===== config.mk =====
export PLATFORM = sky130hd
export DESIGN_NAME = pdsr_sequencer
export DESIGN_NICKNAME = d
export VERILOG_FILES = /design/src/rtl/pdsr_pkg.sv /design/src/rtl/pdsr_ack_reduce.sv /design/src/rtl/pdsr_wake_latch.sv /design/src/rtl/pdsr_fsm.sv /design/src/rtl/pdsr_sequencer.sv
export SDC_FILE = /design/constraint.sdc
export NUM_CORES = 1
export LEC_CHECK = 0
export ABC_AREA = 1
export BUFFER_PORTS_ARGS = -buffer_cell sky130_fd_sc_hd__buf_4
export CORE_AREA = 2 2 39 41
export CTS_BUF_LIST = sky130_fd_sc_hd__clkbuf_4 sky130_fd_sc_hd__clkbuf_8
export DETAILED_ROUTE_END_ITERATION = 8
export DIE_AREA = 0 0 41 43
export MAX_ROUTING_LAYER = met4
export PLACE_DENSITY = 0.73
export SLEW_MARGIN = 10
export SYNTH_ARGS = -nofsm -noshare
export SYNTH_HDL_FRONTEND = slang
export SYNTH_SLANG_ARGS = --single-unit
export TNS_END_PERCENT = 10

===== constraint.sdc =====
create_clock -name clk -period 1.4 [get_ports clk]
set_input_delay 0.14 -clock clk [delete_from_list [all_inputs] [get_ports clk]]
set_output_delay 0.14 -clock clk [all_outputs]
set_load 0.01 [all_outputs]

===== src/rtl/pdsr_pkg.sv =====
package pdsr_pkg;

    typedef enum logic [2:0] {
        ST_REST,
        ST_QUIESCE,
        ST_SR_ENTER,
        ST_GATED,
        ST_UNGATE,
        ST_SR_EXIT,
        ST_RELEASE
    } seq_state_e;

    typedef struct packed {
        seq_state_e state;
        logic       quiesce;
        logic       sr_req;
        logic       clk_en;
    } seq_regs_t;

    localparam seq_regs_t SEQ_RESET = '{
        state:   ST_REST,
        quiesce: 1'b0,
        sr_req:  1'b0,
        clk_en:  1'b1
    };

endpackage


===== src/rtl/pdsr_ack_reduce.sv =====
module pdsr_ack_reduce #(
    parameter int NUM_LAYERS = 3
) (
    input  logic [NUM_LAYERS-1:0] ack_i,
    output logic                  all_set_o,
    output logic                  all_clear_o
);
    logic [NUM_LAYERS:0] and_chain;
    logic [NUM_LAYERS:0] or_chain;

    assign and_chain[0] = 1'b1;
    assign or_chain[0]  = 1'b0;

    for (genvar g = 0; g < NUM_LAYERS; g++) begin : g_layer
        assign and_chain[g+1] = and_chain[g] & ack_i[g];
        assign or_chain[g+1]  = or_chain[g]  | ack_i[g];
    end

    assign all_set_o   = and_chain[NUM_LAYERS];
    assign all_clear_o = ~or_chain[NUM_LAYERS];
endmodule


===== src/rtl/pdsr_wake_latch.sv =====
module pdsr_wake_latch (
    input  logic clk,
    input  logic rst_n,
    input  logic arm_i,
    input  logic consume_i,
    input  logic wake_i,
    output logic pending_o
);
    logic pend_d, pend_q;

    always_comb begin
        pend_d = pend_q | (arm_i & wake_i);
        if (consume_i) begin
            pend_d = 1'b0;
        end
    end

    always_ff @(posedge clk or negedge rst_n) begin
        if (!rst_n) begin
            pend_q <= 1'b0;
        end else begin
            pend_q <= pend_d;
        end
    end

    assign pending_o = pend_q;
endmodule


===== src/rtl/pdsr_fsm.sv =====
module pdsr_fsm
    import pdsr_pkg::*;
(
    input  logic clk,
    input  logic rst_n,
    input  logic sleep_i,
    input  logic wake_i,
    input  logic wake_pend_i,
    input  logic acks_set_i,
    input  logic acks_clear_i,
    input  logic sr_ack_i,
    output logic entry_active_o,
    output logic gated_o,
    output logic quiesce_o,
    output logic sr_req_o,
    output logic clk_en_o,
    output logic busy_o
);
    seq_regs_t regs_d, regs_q;
    logic      wake_go;

    assign wake_go = wake_i | wake_pend_i;

    always_comb begin
        regs_d = regs_q;
        unique case (regs_q.state)
            ST_REST: begin
                if (sleep_i) begin
                    regs_d.state   = ST_QUIESCE;
                    regs_d.quiesce = 1'b1;
                end
            end
            ST_QUIESCE: begin
                if (acks_set_i) begin
                    regs_d.state  = ST_SR_ENTER;
                    regs_d.sr_req = 1'b1;
                end
            end
            ST_SR_ENTER: begin
                if (sr_ack_i) begin
                    regs_d.state  = ST_GATED;
                    regs_d.clk_en = 1'b0;
                end
            end
            ST_GATED: begin
                if (wake_go) begin
                    regs_d.state  = ST_UNGATE;
                    regs_d.clk_en = 1'b1;
                end
            end
            ST_UNGATE: begin
                regs_d.state  = ST_SR_EXIT;
                regs_d.sr_req = 1'b0;
            end
            ST_SR_EXIT: begin
                if (!sr_ack_i) begin
                    regs_d.state   = ST_RELEASE;
                    regs_d.quiesce = 1'b0;
                end
            end
            ST_RELEASE: begin
                if (acks_clear_i) begin
                    regs_d.state = ST_REST;
                end
            end
            default: regs_d = SEQ_RESET;
        endcase
    end

    always_ff @(posedge clk or negedge rst_n) begin
        if (!rst_n) begin
            regs_q <= SEQ_RESET;
        end else begin
            regs_q <= regs_d;
        end
    end

    assign entry_active_o = (regs_q.state == ST_QUIESCE) || (regs_q.state == ST_SR_ENTER);
    assign gated_o        = (regs_q.state == ST_GATED);
    assign quiesce_o      = regs_q.quiesce;
    assign sr_req_o       = regs_q.sr_req;
    assign clk_en_o       = regs_q.clk_en;
    assign busy_o         = (regs_q.state != ST_REST);
endmodule


===== src/rtl/pdsr_sequencer.sv =====
module pdsr_sequencer #(
    parameter int NUM_LAYERS = 3
) (
    input  logic                  clk,
    input  logic                  rst_n,
    input  logic                  sleep_req_i,
    input  logic                  wake_i,
    output logic [NUM_LAYERS-1:0] quiesce_req_o,
    input  logic [NUM_LAYERS-1:0] quiesce_ack_i,
    output logic                  sr_req_o,
    input  logic                  sr_ack_i,
    output logic                  clk_en_o,
    output logic                  busy_o
);
    logic acks_set, acks_clear;
    logic entry_active, gated, wake_pend, quiesce;

    pdsr_ack_reduce #(.NUM_LAYERS(NUM_LAYERS)) u_acks (
        .ack_i       (quiesce_ack_i),
        .all_set_o   (acks_set),
        .all_clear_o (acks_clear)
    );

    pdsr_wake_latch u_wake (
        .clk       (clk),
        .rst_n     (rst_n),
        .arm_i     (entry_active),
        .consume_i (gated),
        .wake_i    (wake_i),
        .pending_o (wake_pend)
    );

    pdsr_fsm u_fsm (
        .clk            (clk),
        .rst_n          (rst_n),
        .sleep_i        (sleep_req_i),
        .wake_i         (wake_i),
        .wake_pend_i    (wake_pend),
        .acks_set_i     (acks_set),
        .acks_clear_i   (acks_clear),
        .sr_ack_i       (sr_ack_i),
        .entry_active_o (entry_active),
        .gated_o        (gated),
        .quiesce_o      (quiesce),
        .sr_req_o       (sr_req_o),
        .clk_en_o       (clk_en_o),
        .busy_o         (busy_o)
    );

    assign quiesce_req_o = {NUM_LAYERS{quiesce}};
endmodule


==> qor.yml <==
outcome:
  run_status: "finished clean"
critical_path:
  reg2reg_slack_ps: 180
  cp.arrival_ps: 1150
  r2r_cells: 8
  critPathMaxFanout: 9
  r2r-end: "u_fsm.regs_q[4]"
  crit_required_ps: 1260
  start_kind: "register"
  cp-end-kind: "output pin"
  worstSetupPathType: "reg -> out"
  timing.rr.start: "u_fsm.regs_q[3]"
placed_design:
  dpl.hpwl_um: 861
  place_ws_ps: 125
  dp_cells: 97
  portBuffers: 13
  gp_congestion: 0.810
floorplan:
  num_rows: 14
  die_x_um: 41
  start_util_pct: 37.8
  fp.dieH_um: 43
  core_um2: 1380
  die_area_um2: 1760
  ios: 14
drt:
  drt_wl_total_mm: 1.07
  dr_total_vias: 478
  drc: 0
  wl_met3_um: 95
  ant_nets: 0
  viasPerCell: 4.69
  drtIter0Drc: 9
  wl_per_cell_um: 10.5
  highest_layer: "met3"
  first_pass_iters: 4
  wl_met1_um: 428
  wl_met2_um: 543
global_route:
  grt_start_max_net_pins: 11
  grt_pass1_vias: 458
  grt_pass1_wl_mm: 1.82
  overflow: 0
  track_usage_pct: 15.3
  antenna_found_initial: 0
final_layout:
  finalNonFillerCells: 102
  n_antenna_cell: 0
  nets: 95
  num-fill-cells: 136
  drive_gt1_share_pct: 41.9
  syn_to_final_growth_pct: 24.4
  final_util_pct: 47.0
yosys:
  synth_top_area_cell: "dfrtp_1"
  ys_seq_area_share_pct: 33.7
  synth-seq-cells: 7
  syn-num-nets: 80
  ys_types: 19
  syn_area_um2: 523
  synth_top_area_share_pct: 28.7
  synth_area_per_cell_um2: 7.26
  synth_cells: 72
  synthTopCellsByArea: "dfrtp_1, nand2_1, o21ai_0"
  ys_warn_count: 0
sta:
  tightest_slew_ps: 310
  rsz0062_at_grt: "no"
  hold_violations: 0
  drv_slew: 0
  fin_crit_sh_pct: 92.1
  setup_ws_ps: 110
  fmax_mhz: 775
  final.min_clock_period_ps: 1290
  setup_viol: 0
  finalSetupTns_ps: 0
  fin_worst_hold_slack_ps: 243
  relSlewSlack_pct: 79.3
  skew_ps: 1.07
clocking:
  clkTransAtPathRegs_ps: 50
  post_cts_buffers: 0
  clk_latency_ps: 250
  cts_tree: "yes"
  cts_max_level: 1
  cts_inserted_buffers: 3
  cts_root_buf: "clkbuf_4"
  clockBufferDepth: 2
  cts_sinks: 7
pwr:
  ir_drop_uv: 800
  cellPowerDensity_nw_per_um2: 2170
  p_leak_nw: 0.327
hold_path:
  hp-class: "in -> async"
flow_run:
  max_cap_violations: 0
==> synthesized netlist by cell type, drive strengths merged <==
| cell type | number |
|---|---|
| nand2 | 20 |
| nor2 | 11 |
| inv | 9 |
| o21ai | 8 |
| dfrtp | 6 |
| nand3 | 6 |
| buf | 5 |
| a21oi | 3 |
| a21boi | 1 |
| a31oi | 1 |
| clkinv | 1 |
| dfstp | 1 |
==> worst max-delay path by stage <==
stage                               start               to  slack (ps)  depth (start not counted)
after floorplan           u_fsm.regs_q[4]  u_fsm.regs_q[4]         280                          9
after global placement    u_fsm.regs_q[3]  u_fsm.regs_q[5]         150                          7
after detailed placement  u_fsm.regs_q[4]  u_fsm.regs_q[5]         120                          7
after CTS                 u_fsm.regs_q[3]           busy_o          10                          3
after global routing      u_fsm.regs_q[3]           busy_o          40                          3
final                     u_fsm.regs_q[3]           busy_o         110                          3
==> cell type report <==
type | instances | area [µm²] | area share, %
Inverter | 10 | 41.3 | 6.35
Clock buffer | 4 | 30.0 | 4.62
Sequential cell | 7 | 179 | 27.5
Timing Repair Buffer | 15 | 115 | 17.7
Multi-Input combinational cell | 50 | 265 | 40.8
Tap cell | 16 | 20.0 | 3.08
==> timing repair <==
item                                    4_1_cts  5_1_grt
hold buffers                                  1        0
endpoints found under the setup margin        0        4
gates resized for setup                       0        3
endpoints found under the hold margin         7        0
==> kinds of logic (layout without fill, tap and decap cells) <==
| kind of cell | after synthesis | count (layout) | share of synthesized area, % |
|---|---|---|---|
| and+or+nand+nor | 37 | 37 | 36.6 |
| buffers and inverters | 15 | 29 | 16.5 |
| DFF | 7 | 7 | 33.7 |
| AOI/OAI and AO/OA | 13 | 13 | 13.2 |
==> per-stage QoR <==
stage	area, µm²	total power [mW]
after detailed placement	603	1.19
after global placement	603	1.17
after global routing	651	1.55
after floorplan	523	1.03
final	651	1.41
after CTS	643	1.40
==> cell usage in the layout, fill, tap and decap left out, types with 3 or more instances in the layout <==
master,instances
nand2_1,17
nor2_1,6
nand2_2,3
o21ai_0,8
buf_4,14
nand3_2,3
dfrtp_1,4
a21oi_1,3
nand3_1,3
inv_1,6
nor2_4,3
clkbuf_4,4
==> layer usage <==
metal / track usage [%] / up-vias
met1: 19.2 / 209
met4: 2.00 / 0
li1: - / 251
met2: 23.1 / 18
met5: - / -
met3: 6.28 / 0
==> where the power goes <==
group | switching (mW) | internal, mW | leakage [nW]
Sequential | 0.148 | 0.313 | 0.0800
Combinational | 0.420 | 0.333 | 0.229
Clock | 0.0677 | 0.128 | 0.0184
Total | 0.636 | 0.773 | 0.327
==> registers in the layout (all words and copies together), names as in the netlist <==
| register | flops |
|---|---|
| u_fsm.regs_q | 3 |
| u_fsm.quiesce_o | 1 |
| u_fsm.clk_en_o | 1 |
| u_fsm.sr_req_o | 1 |
| u_wake.pending_o | 1 |
==> worst max-delay path: stages, from the launching register on <==
cell	delay, ps
dfrtp_2	480
nor2_4	180
nand2_1	90
buf_4	150
(Power assumes the default switching activity.)
